--- src/rtl/tape_rdr_pkg.sv ---
package tape_rdr_pkg;
  localparam int FRAME_W = 8;
  localparam int GRP_W   = 6;
  localparam int NGRP    = 3;
  localparam int WORD_W  = GRP_W * NGRP;
  localparam int IDX_W   = $clog2(NGRP);

  localparam logic [1:0] PAR_EVEN  = 2'd1;
  localparam logic [1:0] PAR_FORCE = 2'd2;

  typedef struct packed {
    logic             clrBuf;
    logic             loadAlpha;
    logic             loadGroup;
    logic [IDX_W-1:0] grpIdx;
    logic             rdEn;
  } strobe_t;
endpackage

--- src/rtl/tape_rdr_dpath.sv ---
module tape_rdr_dpath
  import tape_rdr_pkg::*;
(
  input  logic               clk,
  input  logic               rst,
  input  strobe_t            strb,
  input  logic [1:0]         parityMode,
  input  logic [FRAME_W-1:0] frameData,
  output logic [WORD_W-1:0]  busOut
);
  logic [WORD_W-1:0]  bufReg;
  logic [WORD_W-1:0]  placed;
  logic [FRAME_W-1:0] alphaVal;

  // parity treatment of an alphanumeric frame
  always_comb begin
    case (parityMode)
      PAR_EVEN:  alphaVal = {^frameData[FRAME_W-2:0], frameData[FRAME_W-2:0]};
      PAR_FORCE: alphaVal = {1'b1, frameData[FRAME_W-2:0]};
      default:   alphaVal = frameData;
    endcase
  end

  // one slot per group, first group most significant
  for (genvar g = 0; g < NGRP; g++) begin : g_slot
    assign placed[WORD_W-1-g*GRP_W -: GRP_W] =
      (strb.grpIdx == IDX_W'(g)) ? frameData[GRP_W-1:0] : '0;
  end

  always_ff @(posedge clk) begin
    if (rst)                 bufReg <= '0;
    else if (strb.clrBuf)    bufReg <= '0;
    else if (strb.loadAlpha) bufReg <= WORD_W'(alphaVal);
    else if (strb.loadGroup) bufReg <= bufReg | placed;
  end

  assign busOut = strb.rdEn ? bufReg : '0;

  a_r8_forced_top: assert property (@(posedge clk) disable iff (rst)
    (strb.loadAlpha && !strb.clrBuf && parityMode == PAR_FORCE) |=> bufReg[FRAME_W-1]);
  a_r7_even_ones: assert property (@(posedge clk) disable iff (rst)
    (strb.loadAlpha && !strb.clrBuf && parityMode == PAR_EVEN) |=> !(^bufReg[FRAME_W-1:0]));
  a_r3_buf_cleared: assert property (@(posedge clk) disable iff (rst)
    strb.clrBuf |=> bufReg == '0);
endmodule

--- src/rtl/tape_rdr_ctrl.sv ---
module tape_rdr_ctrl
  import tape_rdr_pkg::*;
(
  input  logic    clk,
  input  logic    rst,
  input  logic    cmdTest,
  input  logic    cmdRead,
  input  logic    cmdStart,
  input  logic    cmdBinary,
  input  logic    frameValid,
  input  logic    chan8,
  input  logic    tapeOut,
  output strobe_t strb,
  output logic    skipReq,
  output logic    flagDone,
  output logic    errBit
);
  logic             pending;
  logic             isBin;
  logic [IDX_W-1:0] grpCnt;
  logic             frameTake;
  logic             lastGrp;

  assign frameTake = pending && frameValid && !cmdStart && !tapeOut;
  assign lastGrp   = (grpCnt == IDX_W'(NGRP-1));

  always_comb begin
    strb.clrBuf    = cmdStart;
    strb.loadAlpha = frameTake && !isBin;
    strb.loadGroup = frameTake && isBin && chan8;
    strb.grpIdx    = grpCnt;
    strb.rdEn      = cmdRead;
  end

  assign skipReq = cmdTest && flagDone;

  always_ff @(posedge clk) begin
    if (rst) begin
      pending  <= 1'b0;
      isBin    <= 1'b0;
      grpCnt   <= '0;
      flagDone <= 1'b0;
      errBit   <= 1'b0;
    end else begin
      if (cmdRead || cmdStart) flagDone <= 1'b0;
      if (cmdStart) begin
        pending <= 1'b1;
        isBin   <= cmdBinary;
        grpCnt  <= '0;
        errBit  <= 1'b0;
      end else if (pending && tapeOut) begin
        pending  <= 1'b0;
        flagDone <= 1'b1;
        errBit   <= 1'b1;
        grpCnt   <= '0;
      end else if (strb.loadAlpha) begin
        pending  <= 1'b0;
        flagDone <= 1'b1;
      end else if (strb.loadGroup) begin
        if (lastGrp) begin
          pending  <= 1'b0;
          flagDone <= 1'b1;
          grpCnt   <= '0;
        end else begin
          grpCnt <= grpCnt + 1'b1;
        end
      end
    end
  end

  a_r3_start_clears: assert property (@(posedge clk) disable iff (rst)
    cmdStart |=> (!flagDone && !errBit && pending));
  a_r2_read_clears_idle: assert property (@(posedge clk) disable iff (rst)
    (cmdRead && !pending && !cmdStart) |=> !flagDone);
  a_r5_count_bound: assert property (@(posedge clk) disable iff (rst)
    grpCnt < IDX_W'(NGRP));
  a_r5_done_on_last: assert property (@(posedge clk) disable iff (rst)
    (strb.loadGroup && lastGrp) |=> flagDone);
  a_r9_err_with_flag: assert property (@(posedge clk) disable iff (rst)
    $rose(errBit) |-> flagDone);
  a_r10_idle_err_stable: assert property (@(posedge clk) disable iff (rst)
    (!pending && !cmdStart) |=> $stable(errBit));
endmodule

--- src/rtl/tape_rdr_ctl.sv ---
module tape_rdr_ctl
  import tape_rdr_pkg::*;
(
  input  logic               clk,
  input  logic               rst,
  input  logic               cmdTest,
  input  logic               cmdRead,
  input  logic               cmdStart,
  input  logic               cmdBinary,
  input  logic [1:0]         parityMode,
  input  logic               frameValid,
  input  logic [FRAME_W-1:0] frameData,
  input  logic               tapeOut,
  output logic [WORD_W-1:0]  busOut,
  output logic               skipReq,
  output logic               flagDone,
  output logic               errBit
);
  strobe_t strb;

  tape_rdr_ctrl u_ctrl (
    .clk(clk), .rst(rst),
    .cmdTest(cmdTest), .cmdRead(cmdRead), .cmdStart(cmdStart), .cmdBinary(cmdBinary),
    .frameValid(frameValid), .chan8(frameData[FRAME_W-1]), .tapeOut(tapeOut),
    .strb(strb), .skipReq(skipReq), .flagDone(flagDone), .errBit(errBit)
  );

  tape_rdr_dpath u_dpath (
    .clk(clk), .rst(rst), .strb(strb),
    .parityMode(parityMode), .frameData(frameData), .busOut(busOut)
  );
endmodule

--- config.mk ---
export PLATFORM = sky130hd
export DESIGN_NAME = tape_rdr_ctl
export DESIGN_NICKNAME = d
export VERILOG_FILES = /design/src/rtl/tape_rdr_pkg.sv /design/src/rtl/tape_rdr_dpath.sv /design/src/rtl/tape_rdr_ctrl.sv /design/src/rtl/tape_rdr_ctl.sv
export SDC_FILE = /design/constraint.sdc
export NUM_CORES = 1
export LEC_CHECK = 0
export ABC_CLOCK_PERIOD_IN_PS = 1200
export BUFFER_PORTS_ARGS = -buffer_cell sky130_fd_sc_hd__buf_4
export CAP_MARGIN = 5
export CELL_PAD_IN_SITES_DETAIL_PLACEMENT = 1
export CELL_PAD_IN_SITES_GLOBAL_PLACEMENT = 2
export CORE_ASPECT_RATIO = 1.1
export CORE_UTILIZATION = 26
export CTS_BUF_LIST = sky130_fd_sc_hd__clkbuf_2
export DETAILED_ROUTE_END_ITERATION = 12
export GPL_ROUTABILITY_DRIVEN = 0
export PLACE_DENSITY = 0.71
export SLEW_MARGIN = 20
export SYNTH_ARGS = -nofsm -noshare
export SYNTH_HDL_FRONTEND = slang
export SYNTH_SLANG_ARGS = --single-unit
export TNS_END_PERCENT = 20
--- constraint.sdc ---
create_clock -name clk -period 1.2 [get_ports clk]
set_input_delay 0.24 -clock clk [delete_from_list [all_inputs] [get_ports clk]]
set_output_delay 0.24 -clock clk [all_outputs]
set_load 0.03 [all_outputs]
==> summary.md, run 1 <==
| Metric | Value |
|---|---|
| Dominant synthesized flop cell | `sky130_fd_sc_hd__dfxtp_1` |
| Endpoint of the worst hold-timing path | `u_ctrl.isBin` |
| Fraction of the yosys area taken by sequential cells | `0.4344` |
| Pin count of the biggest net entering global routing | `20` |
| Core Footprint | `4024 sq um` |
| Met1 Usage GRT | `0.1837` |
| Avg Synthesized Cell Area | `about 9.4 sq um` |
| Count of cell types in the netlist | `25` |
| Slowest-stage cell, CP | `sky130_fd_sc_hd__dfxtp_2` |
| Post-Place Cells | `229` |
| Routed WL per cell | `around 14 um` |
| Yosys Warn Count | `0` |
| Chip Height | `a little over 70 um` |
| Element type at the critical path start | `flop` |
| Final clock period utilization by the worst path | `1.051` |
| Cell count after synthesis | `118` |
| Clock transition at the registers of the reported paths | `about 250 ps` |
| Share of the synthesized area in the top cell type | `0.4344` |
| Area of all placed cells without fillers | `1879 sq um` |
| Combined area of all synthesized cells | `~1100 sq um` |
| Antenna cells | `0` |
| Violated checks | `negative setup slack` |
| Setup skew after layout | `roughly 11 ps` |
| Remaining max-slew budget at the tightest pin | `0.8269` |
| Growth of design area from synthesis to finish | `69.91%` |
| Final Net Count | `206` |
| Number of setup violations in the final report | `26` |
| DRC violation total after the first TritonRoute iteration | `21` |
| Vias after detailed routing | `~1100` |
| First-pass GRT wire length | `5271 um` |
| Final cell utilization of the core | `0.4670` |
| Max-cap violations | `0` |
| I/O pin count | `39` |
| Critical Path RT | `around 960 ps` |
| Hold wc startpoint | `rst` |
| Layout cell share with drive strength beyond 1 | `0.6216` |
| DP Area | `roughly 1600 sq um` |
| CP max stage delay | `390 ps` |
| GRT met3 Usage | `0.01961` |
| Cell with the most instances after synthesis | `sky130_fd_sc_hd__dfxtp_1` |
| Cell-by-cell listing of the critical path | `and2_4 > buf_6` |
| Clock latency on the worst-skew pair | `between 300 and 400 ps` |
| RR Endpoint | `u_dpath.bufReg[11]` |
| CTS tree | `done` |
| Vias in the first global route | `~1100` |
| Dominant cell type by area after synthesis | `sky130_fd_sc_hd__dfxtp_1` |
| Cell class contributing the biggest share of worst-path delay | `flip-flops` |
| Ys async rst share | `0` |
| Number of nets in the synthesized netlist | `~140` |
| Most Used Layer, Global Route | `met2` |
| Beginning of the worst register-to-register path | `u_ctrl.pending` |
| Worst hold path stage count | `3` |
| Maximum count of clock buffers along a single path | `2` |
| Total detailed-routing wirelength | `between 3000 and 4000 um` |
| Worst hold margin | `~95 ps` |
| Detailed-router iteration count before antenna repair | `4` |
| DP Wirelength | `roughly 2500 um` |
| Initial core utilization | `0.2749` |
| Total power per unit cell area | `around 860 nW/um^2` |
| R2R Setup Slk | `-60 ps` |
| Hold/Removal Path Class | `input port to flop` |
| Arrival @ worst endpoint | `1020 ps` |
| Worst Max-Slew Pin Slew | `about 260 ps` |
| Inserted Clock Buffers | `3` |
| Count of flip-flops with a built-in enable after synthesis | `0` |
| Buffer cell driving the clock tree root | `sky130_fd_sc_hd__clkbuf_2` |
| Total power | `1.622 mW` |
| Setup repair after global routing missed its margin | `true` |
| Worst IR drop on VDD | `0.0003549 V` |
| Synthesis-stage register bit count | `24` |
| Die Outline Area | `approximately 4500 sq um` |
| Num Clock Sinks | `24` |
| Number of cells on the worst reg-to-reg path | `5` |
| Final cell count without fillers | `about 240` |
| Die width | `around 64 um` |
| Count of buffers from port buffering | `38` |
| Max Freq | `~800 MHz` |
| Antenna Violating Nets Remaining | `0` |
| Gr usage total | `0.1524` |
| Row Count | `24` |
| P_leak | `a little over 0.8 nW` |
| FILL cells | `470` |
| Final worst slack | `-61.73 ps` |
| CP Buf/Inv Count | `1` |
| Run status | `complete, but fails checks` |
| DRC Markers | `0` |
| Total count of hold-check failures in the final report | `0` |
| DR vias/cell | `between 4 and 5` |
| Biggest area contributors in the synthesized netlist | `sky130_fd_sc_hd__dfxtp_1 (43%), sky130_fd_sc_hd__and2_1 (11%), sky130_fd_sc_hd__a21oi_1 (6.8%)` |
| Fin. max-slew vios | `0` |
| Total grt overflow | `0` |
| Element type at the critical path end | `primary output` |
| Commonest cells in the netlist | `sky130_fd_sc_hd__dfxtp_1 (24), sky130_fd_sc_hd__and2_1 (19), sky130_fd_sc_hd__nor2_1 (19), sky130_fd_sc_hd__a21oi_1 (15)` |
| Worst setup path category | `flop to primary output` |
| Deepest level of the CTS H-tree | `1` |
| GR Layer Usage met2 | `0.2778` |
| Highest fanout seen on the critical path | `2` |
| Shortest clock period the worst path allows after layout | `approximately 1300 ps` |
| Antenna violations before repair | `0` |
[layout by cell type, fill, tap and decap left out, types with 2 or more instances in the layout]
master / Yosys / routed
sky130_fd_sc_hd__a21oi_2: 0 / 2
sky130_fd_sc_hd__dfxtp_4: 0 / 3
sky130_fd_sc_hd__nand2_2: 0 / 3
sky130_fd_sc_hd__xnor3_1: 2 / 2
sky130_fd_sc_hd__clkbuf_2: 0 / 3
sky130_fd_sc_hd__nand2_1: 6 / 3
sky130_fd_sc_hd__a22o_1: 6 / 6
sky130_fd_sc_hd__xor2_1: 2 / 2
sky130_fd_sc_hd__and2_1: 19 / 11
sky130_fd_sc_hd__a21oi_1: 15 / 13
sky130_fd_sc_hd__nand3_1: 2 / 2
sky130_fd_sc_hd__dfxtp_2: 0 / 21
sky130_fd_sc_hd__nand2b_1: 2 / 2
sky130_fd_sc_hd__nor4_4: 2 / 2
sky130_fd_sc_hd__nor2_2: 0 / 2
sky130_fd_sc_hd__inv_1: 4 / 3
sky130_fd_sc_hd__and2_4: 0 / 8
sky130_fd_sc_hd__ha_1: 2 / 2
sky130_fd_sc_hd__nor2_1: 19 / 16
sky130_fd_sc_hd__a31oi_1: 2 / 2
sky130_fd_sc_hd__buf_6: 0 / 22
sky130_fd_sc_hd__buf_4: 0 / 40
[per-stage QoR]
| stage | setup WS, ps | setup TNS, ps |
|---|---|---|
| after floorplan | -0.6837 | -4.102 |
| after global placement | -127.5 | -1600 |
| after detailed placement | -164.5 | -1940 |
| after CTS | -69.97 | -1324 |
| after global routing | -131.9 | -3234 |
| final | -61.73 | -1123 |
[worst max path at each step]
stage | cells after the start | from | end
floorplan | 4 | u_ctrl.pending | u_dpath.bufReg[0]
global placement | 5 | cmdStart | u_dpath.bufReg[2]
detailed placement | 5 | frameData[4] | u_dpath.bufReg[7]
CTS | 2 | u_dpath.bufReg[7] | busOut[7]
global route | 2 | u_ctrl.flagDone | skipReq
finish | 2 | u_dpath.bufReg[16] | busOut[16]
[sequential cells by signal, summed over array words and instances (netlist names)]
name	flops
u_ctrl.pending	1
u_dpath.bufReg	18
u_ctrl.errBit	1
u_ctrl.grpCnt	2
u_ctrl.flagDone	1
u_ctrl.isBin	1
[logic make-up (layout without fill, tap and decap cells)]
logic type	count (synthesis)	in the layout	share of synthesized area
xor gates and xnor gates	4	4	0.05656
AOI/OAI and AO/OA	28	28	0.1595
adders and majority gates	2	2	0.02262
buffers and inverters	5	72	0.01696
and+or+nand+nor	54	54	0.3009
DFF	24	24	0.4344
muxes	1	1	0.009050
[routing by layer]
metal | vias to the layer above | wire length [um]
met5 | - | 0
met3 | 5 | 107
met4 | 0 | 40
met1 | 523 | 1436
met2 | 24 | 1686
li1 | 541 | -
[report_power, final]
group | switching, mW | internal (mW) | leakage (nW) | total (mW)
logic | 0.111 | 0.142 | 0.589 | 0.254
clock network | 0.273 | 0.287 | 0.0266 | 0.560
registers | 0.00680 | 0.802 | 0.207 | 0.808
[layout make-up]
type                            count  area (sq um)  area share
Inverter                            4         15.01    0.007989
Clock buffer                        3         15.01    0.007989
Timing Repair Buffer               64         578.1      0.3076
Tap cell                           52         65.06     0.03462
Clock inverter                      1         30.03     0.01598
Multi-Input combinational cell     89         658.1      0.3502
Sequential cell                    24         518.0      0.2756
[repair_timing]
action,4_1_cts,5_1_grt
buffers inserted,2,1
endpoints found under the setup margin,39,42
gates resized for setup,55,13
endpoints found under the hold margin,1,0
hold buffers,1,0
pin swaps,5,5
[worst register-to-register path, delay by kind of cell, from the launching register on]
family | cells | cell delay, ps
simple gates | 3 | 520
compound gates | 1 | 60
flops | 1 | 430
buf+inv | 1 | 190
Power figures use the tool's default switching activity.
==> run 2: changes to the inputs <==
--- a/config.mk
+++ b/config.mk
@@ -15,7 +15,8 @@
 export CTS_BUF_LIST = sky130_fd_sc_hd__clkbuf_2
 export DETAILED_ROUTE_END_ITERATION = 12
 export GPL_ROUTABILITY_DRIVEN = 0
-export PLACE_DENSITY = 0.71
+export PLACE_DENSITY_LB_ADDON = 0.1
+export RECOVER_POWER = 50
 export SLEW_MARGIN = 20
 export SYNTH_ARGS = -nofsm -noshare
 export SYNTH_HDL_FRONTEND = slang
==> summary.md, run 2 (synthesized netlist as in run 1, its figures left out) <==
| Metric | Value |
|---|---|
| DR vias/cell | `4.510` |
| Final clock period utilization by the worst path | `1.039` |
| Max-cap violations | `0` |
| Worst IR drop on VDD | `0.0003699 V` |
| Internal | `roughly 1.2 mW` |
| Inserted Clock Buffers | `3` |
| Beginning of the worst register-to-register path | `u_ctrl.pending` |
| Total grt overflow | `0` |
| Antenna violations before repair | `0` |
| Setup skew after layout | `~7.5 ps` |
| Number of setup violations in the final report | `19` |
| Deepest level of the CTS H-tree | `1` |
| Maximum count of clock buffers along a single path | `2` |
| Row Count | `24` |
| Final cell utilization of the core | `0.4736` |
| Vias after detailed routing | `approximately 1100` |
| Violated checks | `negative setup slack` |
| Most common cell after layout, fill and taps aside | `sky130_fd_sc_hd__buf_4` |
| DRC violation total after the first TritonRoute iteration | `17` |
| First-pass GRT wire length | `5244 um` |
| Hold wc startpoint | `rst` |
| Beginning of the critical path | `u_dpath.bufReg[7]` |
| Layout cell share with drive strength beyond 1 | `0.6126` |
| Detailed-router iteration count before antenna repair | `4` |
| Pre-CTS setup slack | `-190.6 ps` |
| Final worst slack | `-47.32 ps` |
| Net Sw Frac | `0.2375` |
| Fin. max-slew vios | `0` |
| Critical Path RT | `about 960 ps` |
| Routed WL per cell | `13.08 um` |
| Arrival @ worst endpoint | `around 1000 ps` |
| Total count of hold-check failures in the final report | `0` |
| Clk pwr share | `0.342` |
| Remaining max-slew budget at the tightest pin | `0.8299` |
| Buffer cell driving the clock tree root | `sky130_fd_sc_hd__clkbuf_2` |
| Die width | `about 64 um` |
| Worst Max-Slew Pin Slew | `about 260 ps` |
| Run status | `complete, but fails checks` |
| Clock latency on the worst-skew pair | `approximately 350 ps` |
| Antenna Violating Nets Remaining | `0` |
| Growth of design area from synthesis to finish | `72.29%` |
| DP Wirelength | `2505 um` |
| Highest fanout seen on the critical path | `2` |
| Setup TNS Final | `-565.0 ps` |
| P_leak | `between 0.8 and 0.9 nW` |
| Element type at the critical path start | `flop` |
| Shortest clock period the worst path allows after layout | `around 1200 ps` |
| Core Footprint | `about 4000 sq um` |
| Element type at the critical path end | `primary output` |
| Commonest cells after routing, fill and taps aside | `sky130_fd_sc_hd__buf_4 (49), sky130_fd_sc_hd__buf_6 (21), sky130_fd_sc_hd__dfxtp_2 (21)` |
| Final cell count without fillers | `about 240` |
| Register with the highest flop count | `u_dpath.bufReg` |
| Num Clock Sinks | `24` |
| Initial core utilization | `0.2749` |
| Antenna cells | `0` |
| Count of buffers from port buffering | `38` |
| Total power per unit cell area | `roughly 850 nW/um^2` |
| Share of power burned in combinational logic | `0.157` |
| Die Outline Area | `4519 sq um` |
| I/O pin count | `39` |
| CTS tree | `done` |
| Clock transition at the registers of the reported paths | `around 260 ps` |
| Hold/Removal Path Class | `input port to flop` |
| Gr usage total | `0.1508` |
| Flip-flop count of the largest register, all copies and words added | `18` |
| Final Net Count | `around 210` |
| Registers with the most flip-flops | `u_dpath.bufReg (18), u_ctrl.grpCnt (2)` |
| Post-Place Cells | `around 230` |
| Worst setup path category | `flop to primary output` |
| Chip Height | `between 70 and 80 um` |
| Total detailed-routing wirelength | `about 3200 um` |
| Vias in the first global route | `between 1000 and 1500` |
| Net Switching | `approximately 0.38 mW` |
| Max Freq | `801.7 MHz` |
| Setup repair after global routing missed its margin | `true` |
| FILL cells | `between 400 and 500` |
| Pin count of the biggest net entering global routing | `20` |
| DRC Markers | `0` |
| Sequential cell fraction of total power | `0.502` |
run 2: repair_timing:
item	4_1_cts	5_1_grt
pin swaps	4	5
setup buffers	5	0
resized for setup	43	20
hold buffers	0	0
endpoints found under the hold margin	0	0
setup endpoints to repair	40	42
run 2: final cells by class:
cell class              count  area (sq um)  share of cell area
clock inverters             1         30.03             0.01576
clock buffers               3         15.01            0.007879
inverters                   4         15.01            0.007879
well taps                  52         65.06             0.03414
multi-input cells          89         665.6              0.3493
flip-flops and latches     24         510.5              0.2679
repair buffers             70         604.3              0.3171
run 2: power by group through the flow:
| stage | Sequential, mW | Clock (mW) | Combinational [mW] |
|---|---|---|---|
| floorplan | 0.832 | 0 | 0.0923 |
| global placement | 0.827 | 0 | 0.236 |
| detailed placement | 0.828 | 0 | 0.241 |
| CTS | 0.813 | 0.575 | 0.248 |
| global route | 0.814 | 0.606 | 0.275 |
| finish | 0.811 | 0.553 | 0.253 |
run 2: routing by layer:
metal  track usage  wire length [um]  vias to the layer above
li1              -                 -                      552
met1        0.1988              1479                      515
met2        0.2518              1539                       27
met3       0.02778               140                        2
met4       0.03704                19                        0
met5             0                 0                        -
run 2: path summary, 6_finish.rpt:
path                            cells after the start                 end  slack (ps)
worst max-delay path                                2           busOut[7]         -50
worst min-delay path                                3      u_ctrl.pending         120
worst max register to register                      5  u_dpath.bufReg[16]          10
worst min register to register                      2  u_dpath.bufReg[15]         490
run 2: worst max-delay path: stages, from the launching register on:
cell and delay, ps:
sky130_fd_sc_hd__dfxtp_2 400, sky130_fd_sc_hd__and2_4 140, sky130_fd_sc_hd__buf_6 120
run 2: through the flow:
stage / total power, mW / hold WS (ps) / cell area, sq um
3_5_place_dp: 1.069 / 456.2 / 1655
6_report: 1.618 / 116.1 / 1906
5_1_grt: 1.696 / 80.73 / 1906
2_1_floorplan: 0.9244 / 312.4 / 1106
3_3_place_gp: 1.063 / 443.8 / 1655
4_1_cts: 1.636 / 96.48 / 1849
==> run 3: changes to the inputs <==
--- a/config.mk
+++ b/config.mk
@@ -5,13 +5,12 @@
 export SDC_FILE = /design/constraint.sdc
 export NUM_CORES = 1
 export LEC_CHECK = 0
-export ABC_CLOCK_PERIOD_IN_PS = 1200
+export ABC_CLOCK_PERIOD_IN_PS = 1240
 export BUFFER_PORTS_ARGS = -buffer_cell sky130_fd_sc_hd__buf_4
 export CAP_MARGIN = 5
 export CELL_PAD_IN_SITES_DETAIL_PLACEMENT = 1
 export CELL_PAD_IN_SITES_GLOBAL_PLACEMENT = 2
-export CORE_ASPECT_RATIO = 1.1
-export CORE_UTILIZATION = 26
+export CORE_UTILIZATION = 29
 export CTS_BUF_LIST = sky130_fd_sc_hd__clkbuf_2
 export DETAILED_ROUTE_END_ITERATION = 12
 export GPL_ROUTABILITY_DRIVEN = 0
==> constraint.sdc (replaced) <==
create_clock -name clk -period 1.24 [get_ports clk]
set_input_delay 0.248 -clock clk [delete_from_list [all_inputs] [get_ports clk]]
set_output_delay 0.248 -clock clk [all_outputs]
set_load 0.03 [all_outputs]
==> summary.md, run 3 (synthesized netlist as in run 1, its figures left out) <==
| Metric | Value |
|---|---|
| DRC Markers | `0` |
| Antenna cells | `0` |
| Hold/Removal Path Class | `input port to flop` |
| Buffer cell driving the clock tree root | `sky130_fd_sc_hd__clkbuf_2` |
| Worst Max-Slew Pin Slew | `390.3 ps` |
| Violated checks | `negative setup slack` |
| Worst hold path stage count | `2` |
| Final cell count without fillers | `~240` |
| Area of all placed cells without fillers | `approximately 1900 sq um` |
| Inserted Clock Buffers | `3` |
| Final clock period utilization by the worst path | `1.064` |
| Die Outline Area | `approximately 4100 sq um` |
| Clock latency on the worst-skew pair | `approximately 360 ps` |
| Flip-flop count of the largest register, all copies and words added | `18` |
| Final cell utilization of the core | `0.5150` |
| Count of buffers from port buffering | `38` |
| Total detailed-routing wirelength | `roughly 3200 um` |
| Layout cell share with drive strength beyond 1 | `0.6310` |
| CP max stage delay | `around 430 ps` |
| Die width | `about 64 um` |
| Vias in the first global route | `about 1100` |
| Setup skew after layout | `2.234 ps` |
| Total grt overflow | `0` |
| Core Footprint | `3661 sq um` |
| Number of cells on the worst reg-to-reg path | `5` |
| Maximum count of clock buffers along a single path | `2` |
| Deepest level of the CTS H-tree | `1` |
| Fin. max-slew vios | `0` |
| Element type at the critical path start | `flop` |
| Num Clock Sinks | `24` |
| Total power per unit cell area | `~840 nW/um^2` |
| Hold wc startpoint | `rst` |
| Worst IR drop on VDD | `0.0003972 V` |
| Final Net Count | `208` |
| Post-Place Cells | `230` |
| RR Endpoint | `u_dpath.bufReg[10]` |
| Commonest cells after routing, fill and taps aside | `sky130_fd_sc_hd__buf_4 (45), sky130_fd_sc_hd__buf_6 (20), sky130_fd_sc_hd__nor2_1 (19), sky130_fd_sc_hd__dfxtp_2 (19), sky130_fd_sc_hd__and2_4 (18)` |
| Critical Path RT | `between 1500 and 2000 ps` |
| Gr usage total | `0.1730` |
| Final worst slack | `-79.63 ps` |
| Clock transition at the registers of the reported paths | `about 250 ps` |
| Row Count | `22` |
| Cell-by-cell listing of the critical path | `nand4bb_4 > nor4_4 > buf_4 > a21oi_2 > nor2_1` |
| Most common cell after layout, fill and taps aside | `sky130_fd_sc_hd__buf_4` |
| Chip Height | `63.76 um` |
| Run status | `complete, but fails checks` |
| Total count of hold-check failures in the final report | `0` |
| Number of setup violations in the final report | `32` |
| Element type at the critical path end | `flop` |
| Worst setup path category | `flop to flop` |
| Register with the highest flop count | `u_dpath.bufReg` |
| R2R Setup Slk | `-80 ps` |
| Highest fanout seen on the critical path | `4` |
| Detailed-router iteration count before antenna repair | `4` |
| Routed WL per cell | `around 14 um` |
| P_leak | `~0.84 nW` |
| Setup repair after global routing missed its margin | `true` |
| Shortest clock period the worst path allows after layout | `1320 ps` |
| DR vias/cell | `4.655` |
| Slowest-stage cell, CP | `sky130_fd_sc_hd__dfxtp_4` |
| Pin count of the biggest net entering global routing | `20` |
| Arrival @ worst endpoint | `between 1500 and 2000 ps` |
| Vias after detailed routing | `between 1000 and 1500` |
| CTS tree | `done` |
| First-pass GRT wire length | `between 5000 and 6000 um` |
| Initial core utilization | `0.3021` |
| DP Wirelength | `2436 um` |
| DP Area | `1663 sq um` |
| Antenna Violating Nets Remaining | `0` |
| I/O pin count | `39` |
| Max-cap violations | `0` |
| DRC violation total after the first TritonRoute iteration | `12` |
| Growth of design area from synthesis to finish | `70.48%` |
| Antenna violations before repair | `0` |
| Max Freq | `about 760 MHz` |
| Endpoint of the worst hold-timing path | `u_ctrl.pending` |
| Registers with the most flip-flops | `u_dpath.bufReg (18), u_ctrl.grpCnt (2)` |
| Remaining max-slew budget at the tightest pin | `0.7389` |
| Beginning of the worst register-to-register path | `u_ctrl.pending` |
-- run 3: per-stage QoR --
| step | total power, mW | TNS, ps | hold slack (ps) | setup WS (ps) |
|---|---|---|---|---|
| 6_report | 1.575 | -993.4 | 18.35 | -79.63 |
| 2_1_floorplan | 0.8941 | 0 | 320.4 | 25.08 |
| 5_1_grt | 1.635 | -3252 | 1.456 | -170.1 |
| 4_1_cts | 1.573 | -1775 | 9.196 | -98.29 |
| 3_5_place_dp | 1.035 | -1777 | 444.5 | -167.4 |
| 3_3_place_gp | 1.028 | -1548 | 440.4 | -159.6 |
-- run 3: how the worst max path moves through the flow --
stage	startpoint	endpoint	cells past startpoint
2_1_floorplan	u_ctrl.pending	u_dpath.bufReg[7]	4
3_3_place_gp	tapeOut	u_dpath.bufReg[8]	6
3_5_place_dp	frameData[3]	u_dpath.bufReg[7]	5
4_1_cts	u_ctrl.pending	u_dpath.bufReg[8]	5
5_1_grt	u_ctrl.pending	u_dpath.bufReg[14]	6
6_report	u_ctrl.pending	u_dpath.bufReg[10]	5
-- run 3: power breakdown --
part | total, mW | switching [mW] | internal, mW
logic | 0.243 | 0.110 | 0.134
registers | 0.787 | 0.00633 | 0.780
clock network | 0.545 | 0.268 | 0.277
total | 1.58 | 0.384 | 1.19
-- run 3: final cells by class --
cell class	instances	area (sq um)
fillers	419	1775
multi-input cells	89	674.4
repair buffers	66	583.1
flip-flops and latches	24	508.0
well taps	48	60.06
clock inverters	1	30.03
clock buffers	3	15.01
inverters	4	15.01
-- run 3: per-layer routing --
layer,global-route usage,share of wire,vias up
met3,0.01786,0.032,4
met1,0.2320,0.48,518
met4,0.05114,0.010,0
met2,0.2912,0.48,27
met5,0,0,-
li1,-,-,545
-- run 3: what timing repair did --
| action | 4_1_cts | 5_1_grt |
|---|---|---|
| setup buffers | 1 | 0 |
| cloned | 0 | 0 |
| resized for setup | 18 | 46 |
| endpoints found under the setup margin | 38 | 39 |
| pin swaps | 4 | 8 |
| hold buffers | 0 | 0 |
-- run 3: worst max-delay path: cells and delay by family, from the launching register on --
family | cells | cell delay, ps
and+or+nand+nor | 3 | 620
DFF | 1 | 430
AOI/OAI and AO/OA | 1 | 50
buffers and inverters | 1 | 190
